File: config.mk
export PLATFORM = sky130hd
export DESIGN_NAME = dmac_top
export DESIGN_NICKNAME = d
export VERILOG_FILES = /design/src/rtl/dmac_pkg.sv /design/src/rtl/dmac_lane_mul.sv /design/src/rtl/dmac_mul_stage.sv /design/src/rtl/dmac_sum_stage.sv /design/src/rtl/dmac_qflag.sv /design/src/rtl/dmac_top.sv
export SDC_FILE = /design/constraint.sdc
export NUM_CORES = 2
export LEC_CHECK = 0
export CORE_MARGIN = 3
export CORE_UTILIZATION = 50
export DETAILED_ROUTE_END_ITERATION = 10
export GPL_TIMING_DRIVEN = 1
export HOLD_SLACK_MARGIN = 0.02
export PLACE_DENSITY_LB_ADDON = 0.05
export SETUP_SLACK_MARGIN = 0.5
export SYNTH_ARGS = -nofsm -noshare
export SYNTH_HDL_FRONTEND = slang
export SYNTH_SLANG_ARGS = --single-unit
export TNS_END_PERCENT = 5
File: constraint.sdc
create_clock -name clk -period 10.1 [get_ports clk]
set_clock_uncertainty 0.15 [all_clocks]
set_input_delay 2.02 -clock clk [delete_from_list [all_inputs] [get_ports clk]]
set_output_delay 2.02 -clock clk [all_outputs]
set_load 0.1 [all_outputs]
File: src/rtl/dmac_pkg.sv
package dmac_pkg;

  // default geometry: two signed halfword lanes
  localparam int unsigned DMAC_HALF_W = 16;
  localparam int unsigned DMAC_LANES  = 2;

  // width that holds LANES products plus a signed accumulator exactly,
  // with one spare bit for the sign
  function automatic int unsigned dmac_sum_width(int unsigned half_w,
                                                 int unsigned lanes);
    return 2 * half_w + $clog2(lanes + 1) + 1;
  endfunction

endpackage

File: src/rtl/dmac_lane_mul.sv
module dmac_lane_mul #(
  parameter  int unsigned HALF_W = 16,
  localparam int unsigned PROD_W = 2 * HALF_W
) (
  input  logic [HALF_W-1:0] op_x,
  input  logic [HALF_W-1:0] op_y,
  output logic [PROD_W-1:0] prod
);

  logic signed [PROD_W-1:0] x_ext;
  logic signed [PROD_W-1:0] y_ext;

  // sign-extend both halfwords to product width before multiplying
  always_comb begin
    x_ext = {{HALF_W{op_x[HALF_W-1]}}, op_x};
    y_ext = {{HALF_W{op_y[HALF_W-1]}}, op_y};
    prod  = x_ext * y_ext;
  end

endmodule

File: src/rtl/dmac_mul_stage.sv
module dmac_mul_stage #(
  parameter  int unsigned HALF_W = 16,
  parameter  int unsigned LANES  = 2,
  localparam int unsigned WORD_W = HALF_W * LANES,
  localparam int unsigned PROD_W = 2 * HALF_W,
  localparam int unsigned PVEC_W = PROD_W * LANES
) (
  input  logic              clk,
  input  logic              rst_n,
  input  logic              load_en,
  input  logic [WORD_W-1:0] op_a,
  input  logic [WORD_W-1:0] op_b,
  input  logic [WORD_W-1:0] acc_in,
  output logic [PVEC_W-1:0] prods_q,
  output logic [WORD_W-1:0] acc_q
);

  logic [PVEC_W-1:0] prods_d;
  logic [PVEC_W-1:0] prods_nxt;
  logic [WORD_W-1:0] acc_nxt;

  // one multiplier per halfword lane
  for (genvar g = 0; g < LANES; g++) begin : g_lane
    dmac_lane_mul #(.HALF_W(HALF_W)) u_mul (
      .op_x (op_a[g*HALF_W +: HALF_W]),
      .op_y (op_b[g*HALF_W +: HALF_W]),
      .prod (prods_d[g*PROD_W +: PROD_W])
    );
  end

  // next state: capture on enable, otherwise hold
  always_comb begin
    prods_nxt = prods_q;
    acc_nxt   = acc_q;
    if (load_en) begin
      prods_nxt = prods_d;
      acc_nxt   = acc_in;
    end
  end

  always_ff @(posedge clk or negedge rst_n) begin
    if (!rst_n) begin
      prods_q <= '0;
      acc_q   <= '0;
    end else begin
      prods_q <= prods_nxt;
      acc_q   <= acc_nxt;
    end
  end

endmodule

File: src/rtl/dmac_sum_stage.sv
module dmac_sum_stage #(
  parameter  int unsigned HALF_W = 16,
  parameter  int unsigned LANES  = 2,
  parameter  int unsigned SUM_W  = 35,
  localparam int unsigned WORD_W = HALF_W * LANES,
  localparam int unsigned PROD_W = 2 * HALF_W,
  localparam int unsigned PVEC_W = PROD_W * LANES,
  localparam int unsigned TOP_W  = SUM_W - WORD_W + 1
) (
  input  logic              clk,
  input  logic              rst_n,
  input  logic              load_en,
  input  logic [PVEC_W-1:0] prods,
  input  logic [WORD_W-1:0] acc,
  output logic              ovf_now,
  output logic [WORD_W-1:0] result_q
);

  logic [SUM_W-1:0]  total;
  logic [TOP_W-1:0]  top_bits;
  logic [WORD_W-1:0] result_nxt;

  // exact sum: every term sign-extended to SUM_W before adding
  always_comb begin
    total = {{(SUM_W-WORD_W){acc[WORD_W-1]}}, acc};
    for (int i = 0; i < LANES; i++) begin
      total = total + {{(SUM_W-PROD_W){prods[i*PROD_W+PROD_W-1]}},
                       prods[i*PROD_W +: PROD_W]};
    end
  end

  // the word is exact only if every bit above its sign bit matches it
  always_comb begin
    top_bits = total[SUM_W-1:WORD_W-1];
    ovf_now  = !((&top_bits) || !(|top_bits));
  end

  always_comb begin
    result_nxt = result_q;
    if (load_en) begin
      result_nxt = total[WORD_W-1:0];
    end
  end

  always_ff @(posedge clk or negedge rst_n) begin
    if (!rst_n) begin
      result_q <= '0;
    end else begin
      result_q <= result_nxt;
    end
  end

endmodule

File: src/rtl/dmac_qflag.sv
module dmac_qflag (
  input  logic clk,
  input  logic rst_n,
  input  logic load_en,
  input  logic ovf_in,
  input  logic clr,
  output logic q
);

  logic q_nxt;

  // clear first, then a new overflow sets: a set in the same cycle wins
  always_comb begin
    q_nxt = q & ~clr;
    if (load_en && ovf_in) begin
      q_nxt = 1'b1;
    end
  end

  always_ff @(posedge clk or negedge rst_n) begin
    if (!rst_n) begin
      q <= 1'b0;
    end else begin
      q <= q_nxt;
    end
  end

endmodule

File: src/rtl/dmac_top.sv
module dmac_top
  import dmac_pkg::*;
#(
  parameter  int unsigned HALF_W = DMAC_HALF_W,
  parameter  int unsigned LANES  = DMAC_LANES,
  localparam int unsigned WORD_W = HALF_W * LANES,
  localparam int unsigned PROD_W = 2 * HALF_W,
  localparam int unsigned PVEC_W = PROD_W * LANES,
  localparam int unsigned SUM_W  = dmac_sum_width(HALF_W, LANES)
) (
  input  logic              clk,
  input  logic              rst_n,
  input  logic              in_valid,
  output logic              in_ready,
  input  logic [WORD_W-1:0] in_a,
  input  logic [WORD_W-1:0] in_b,
  input  logic [WORD_W-1:0] in_acc,
  output logic              out_valid,
  input  logic              out_ready,
  output logic [WORD_W-1:0] out_result,
  input  logic              q_clr,
  output logic              q_flag
);

  logic              s1_valid;
  logic              s1_valid_nxt;
  logic              s2_valid;
  logic              s2_valid_nxt;
  logic              s2_ready;
  logic              in_fire;
  logic              s2_load;
  logic              sum_ovf;
  logic [PVEC_W-1:0] s1_prods;
  logic [WORD_W-1:0] s1_acc;

  // flow control: a stage accepts when empty or when it drains this cycle
  always_comb begin
    s2_ready = !s2_valid || out_ready;
    s2_load  = s1_valid && s2_ready;
    in_ready = !s1_valid || s2_ready;
    in_fire  = in_valid && in_ready;
  end

  always_comb begin
    s1_valid_nxt = s1_valid;
    if (in_fire) begin
      s1_valid_nxt = 1'b1;
    end else if (s2_load) begin
      s1_valid_nxt = 1'b0;
    end

    s2_valid_nxt = s2_valid;
    if (s2_load) begin
      s2_valid_nxt = 1'b1;
    end else if (out_ready) begin
      s2_valid_nxt = 1'b0;
    end
  end

  always_ff @(posedge clk or negedge rst_n) begin
    if (!rst_n) begin
      s1_valid <= 1'b0;
      s2_valid <= 1'b0;
    end else begin
      s1_valid <= s1_valid_nxt;
      s2_valid <= s2_valid_nxt;
    end
  end

  dmac_mul_stage #(.HALF_W(HALF_W), .LANES(LANES)) u_mul_stage (
    .clk     (clk),
    .rst_n   (rst_n),
    .load_en (in_fire),
    .op_a    (in_a),
    .op_b    (in_b),
    .acc_in  (in_acc),
    .prods_q (s1_prods),
    .acc_q   (s1_acc)
  );

  dmac_sum_stage #(.HALF_W(HALF_W), .LANES(LANES), .SUM_W(SUM_W)) u_sum_stage (
    .clk      (clk),
    .rst_n    (rst_n),
    .load_en  (s2_load),
    .prods    (s1_prods),
    .acc      (s1_acc),
    .ovf_now  (sum_ovf),
    .result_q (out_result)
  );

  dmac_qflag u_qflag (
    .clk     (clk),
    .rst_n   (rst_n),
    .load_en (s2_load),
    .ovf_in  (sum_ovf),
    .clr     (q_clr),
    .q       (q_flag)
  );

  assign out_valid = s2_valid;

endmodule

==> Yosys cells after proc, flatten, opt, wreduce, memory -nomap -nowiden <==
Index checks and enable logic that the tools add are counted.
{ "word_totals": {"reg_bits": 131, "latchBits": 0, "ram_bits": 0, "romBits": 0, "wordCells": 31, "mem_count": 0} }
{ "classes": {"add_sub_neg": 2, "mul": 2, "n_div": 0, "n_lt_le_gt_ge": 0, "eq_ne": 0, "shifts": 0, "muxes": 5, "n_bitwise": 2, "n_reduce_logical": 14} }
{ "op_table": {"columns": ["operator", "count"], "rows": [
  ["$mul A16 B16 Y32", 2],
  ["$add A35 B35 Y35", 1],
  ["$add A32 B32 Y33", 1],
  ["$mux W1", 5],
  ["$logic_not A1 Y1", 4],
  ["$reduce_and A4 Y1", 1],
  ["$reduce_bool A2 Y1", 2],
  ["$reduce_or A4 Y1", 1],
  ["$logic_and A1 B1 Y1", 3],
  ["$logic_or A1 B1 Y1", 3],
  ["$and A1 B1 Y1", 1],
  ["$not A1 Y1", 1]
]} }

==> Depth between registers and ports, before layout <==
{ "logic_depth": {"ltp_word": 8, "ltp_mapped": 24} }

==> Hierarchy <==
A second synthesis with hierarchy kept.
{ "hier_totals": {"hier_cells": 2789, "hier_area_um2": 27526.4} }
{ "modules_own_cells": {"columns": ["module", "instances", "cells_each", "area_per_inst_um2", "seq_area_each_um2"], "rows": [
  ["dmac_lane_mul (u_mul_stage.g_lane[0].u_mul)", 1, 1151, 10152.2, 0.0],
  ["dmac_lane_mul (u_mul_stage.g_lane[1].u_mul)", 1, 1067, 9796.9, 0.0],
  ["dmac_mul_stage", 1, 203, 3764.9, 2402.3],
  ["dmac_sum_stage", 1, 356, 3667.3, 800.8],
  ["dmac_top", 1, 8, 103.8, 50.0],
  ["dmac_qflag", 1, 4, 41.3, 25.0]
]} }

==> Worst setup path after synthesis <==
Ideal clock, no wire load.
{ "synth_path": {"path_kind": "input -> register", "from": "input in_a[31]", "to": "register u_mul_stage.prods_q[62]", "arrival_ns": 7.770, "setup_slack_ns": 2.049, "stages": 22, "n_path_buf": 1, "cell_sequence": "clkbuf_1 nand2_1 inv_1 fa_1 fa_1 fa_1 fa_1 fa_1 inv_1 fa_1 inv_1 ha_1 a21oi_1 o21ai_0 a21o_1 a21oi_1 nand2b_1 nand3_1 or4_1 a31oi_1 xor2_1 o21ai_1"} }
{ "synth_between": {"elab_chain_len": 1} }
{ "synth_rtl": {"columns": ["item", "line", "source"], "rows": [
  ["start, declared", "dmac_top.sv:15", "input logic [WORD_W-1:0] in_a,"],
  ["$mul A16 B16 Y32", "dmac_lane_mul.sv:17", "prod = x_ext * y_ext;"],
  ["end signal, assigned", "dmac_mul_stage.sv:46", "prods_q <= prods_nxt;"],
  ["end, declared", "dmac_mul_stage.sv:14", "output logic [PVEC_W-1:0] prods_q,"]
]} }
No other way between the ends.
A chain may end at the register's enable or synchronous reset.

==> Final worst setup path <==
Same ends and word-level chain as after synthesis.

==> impl_results.md <==
- Nets: around 4000
- WL final: about 64000 microns
- First-pass GRT wire length: roughly 110000 microns
- Die area: a little under 0.06 sq mm
- Worst Reg-to-Reg Cells: 22
- Post-Synth Adder-Cell Area: just under 50%
- DRT antenna net count: 0
- CTS tree: done
- Non-Filler Instances: between 3000 and 4000
- Setup TNS: 0 ns
- Share of layout cells above drive strength 1: between 3 and 4%
- Post-layout min period: between 8 and 9 ns
- H-Tree Depth: 4
- Top FF cell, synth: dfrtp_1
- Hold Path Stages: 2
- PortBufs: roughly 140
- CTS Buf Count: 17
- GRT Resource Usage Total: 23.2%
- EDFF count, synth: 0
- Startpoint types: input port
- Syn nets: between 3000 and 4000
- Via density: roughly 5.3
- Complex-gate fraction of the synthesized area: between 10% and 20%
- Diode count: 0
- Synth top area share: a little under two fifths
- Clock sinks: about 130
- Status: completed
- Post-Synth XOR/XNOR Area: 4.01%
- Gate Count Post-Synth: a little under 3000
- Grt total ovfl: 0
- Final design utilization: around 56%
- Post-CTS setup buffers: 0
- Iter 0 DRT Violations: approximately 1000
- Slowest stage cell, crit path: fa_1
- Initial antenna violation count: 0
- Setup CP Type: input port to flop
- DRC: 0
- Worst EP arrival: a little under 9 ns
- DIE HEIGHT: 241 microns
- Hpwl dp: ~54000 microns
- Seq/Total Area, Yosys: about an eighth
- Worst-Skew Late Latency: between 0.4 and 0.5 ns
- Final hold vios: 0
- CP peak stage delay: 0.90 ns
- Slew margin rel.: between 30% and 40%
- Largest net degree at the start of global routing: 82
- Vias after detailed routing: around 20000
- Simple-gate portion of the synthesized area: between 10% and 20%
- Fin crit share: approximately 87%
- Crit end category: flop
- CTS Hold Bufs: 0
- FMAX: roughly 110 MHz
- Clk pin slew, worst setup/hold paths: around 0.070 ns
- Max Fanout on Critical Path: 16
- Synth Register Bits: 131
- CTS resizes: 0
- Placed Cells incl. Taps: approximately 3700
- Area growth, synth to finish: 9.25%
- # setup viols final: 0
- Synth area leaders: fa_1, dfrtp_1, ha_1
- DR pass1 iterations: 7
- Crit path cell chain: clkdlybuf4s50_1, nand2_1, inv_1, fa_1, fa_1, fa_1, fa_1, fa_1, inv_1, fa_1, inv_1, ha_1, a21oi_1, o21ai_0, a21o_1, a21oi_1, nand2b_1, nand3_1, or4_1, a31oi_1, xor2_1, o21ai_1
- Die width: between 200 and 250 microns
- Most used cell, CP: fa_1
- Post-Syn Area per Cell: 9.26 sq um
- Max Root-Sink Buffers: 2
- Asr flop ratio synth: 100%
- R2R setup slack: about 4.7 ns
- Post-synth cell types: between 70 and 80
- Clock root cell: clkbuf_16
- Synthesized area: around 0.028 sq mm
- Vias in the first global route: roughly 21000
- Max cap viols: 0
- FP Rows: 85
- Critical path required time: 10.24 ns
- Post-synthesis mux area share: under 10%
- Class of the worst hold path: flop to flop
- Unrepaired setup endpoints after global routing: false
- WL per Instance: ~17 microns
- Dominant combinational cell family by area after synthesis: adder cells
- Count of pins over their slew limit: 0
- Initial Util: a little over 50%
- Io pins: 136
- Slew at the pin closest to its max-slew limit: 1.04 ns
- Global placement routability congestion: ~0.89
- Synth warnings: 0
- Placeable Area: between 0.05 and 0.06 sq mm
- Yosys top cell by area: fa_1
layout by cell type, fill, tap and decap left out, drive strengths merged, types with 4 or more instances in the layout:
cell	n
o21bai	15
xor2	41
nand3	15
clkinv	4
fa	526
nor2	70
a211oi	11
o2111ai	6
and2	247
clkdlybuf4s50	134
or3	5
nand4	8
a211o	4
o21ai	146
ha	229
o211ai	13
inv	595
nand2b	22
dfrtp	131
nor3	20
clkbuf	17
a31oi	7
nand2	365
buf	10
o31ai	9
a21oi	112
a21o	57
mux2	44
and3	10
xnor2	85
a2111oi	4
nor2b	12
o21a	23
cell usage after synthesis (all sizes together), types with 4 or more instances:
library cell / count
nor2b: 12
o31ai: 9
nand4: 8
ha: 229
nand3: 15
o2111ai: 6
a211o: 4
xor2: 41
nand2: 365
a2111oi: 4
clkbuf: 91
o21a: 23
nor2: 70
o21ai: 146
or3: 5
and2: 247
a21o: 57
nor3: 20
o211ai: 13
xnor2: 85
a31oi: 7
dfrtp: 131
inv: 589
a211oi: 11
nand2b: 22
o21bai: 15
mux2: 44
a21oi: 112
fa: 526
and3: 10
worst paths after layout:
check                                               startpoint                                  end
max                                                   in_a[31]  u_mul_stage.prods_q[62]$_DFFE_PN0P_
min                        u_sum_stage.result_q[7]$_DFFE_PN0P_  u_sum_stage.result_q[7]$_DFFE_PN0P_
max reg2reg                 u_mul_stage.prods_q[0]$_DFFE_PN0P_                  u_qflag.q$_DFF_PN0_
min reg2reg                u_sum_stage.result_q[7]$_DFFE_PN0P_  u_sum_stage.result_q[7]$_DFFE_PN0P_
max in group asynchronous                                rst_n  u_mul_stage.prods_q[11]$_DFFE_PN0P_
min in group asynchronous                                rst_n    u_mul_stage.acc_q[31]$_DFFE_PN0P_
state kept, by name, indices dropped and copies added, names as in the netlist:
name,cells
u_mul_stage.prods_q,64
u_mul_stage.acc_q,32
s1_valid,1
out_valid,1
u_sum_stage.result_q,32
u_qflag.q,1
critical path, delay by kind of cell:
| family | cells | cell delay (ns) |
|---|---|---|
| adder cells (fa/ha/maj) | 7 | 3.78 |
| buffers and inverters | 4 | 1.07 |
| AO/OA/AOI/OAI | 6 | 1.03 |
| AND/OR/NAND/NOR | 4 | 0.82 |
| XOR/XNOR | 1 | 0.18 |
layer usage:
metal	GRT usage [%]	share of wire [%]
met2	38.5	47
met1	34.4	48
met3	1.66	3.6
met4	3.83	1.3
met5	0	0
cell families after synthesis:
kind of cell | after synthesis
buffers and inverters | 683
AND/OR/NAND/NOR | 794
flip-flops | 131
multiplexers | 45
XOR/XNOR | 126
AO/OA/AOI/OAI | 437
adder cells (fa/ha/maj) | 755
through the flow:
stage | hold WS (ns) | cell area [sq um] | worst slack [ns]
floorplan | 0.305 | 27500 | 2.05
global placement | 0.311 | 29500 | 1.14
detailed placement | 0.321 | 29500 | 0.932
CTS | 0.334 | 30100 | 1.35
global route | 0.356 | 30100 | 0.902
finish | 0.327 | 30100 | 1.33
final cells by class:
| type | count | area [sq um] |
|---|---|---|
| inverters | 589 | 2210 |
| fillers | 4918 | 24100 |
| well taps | 696 | 871 |
| clock inverters | 15 | 171 |
| flip-flops and latches | 131 | 3280 |
| multi-input cells | 2157 | 21700 |
| repair buffers | 144 | 1420 |
| clock buffers | 17 | 425 |
Power is not shown: default switching activity piles up to over one toggle a cycle in this logic, so the estimate is an artifact.
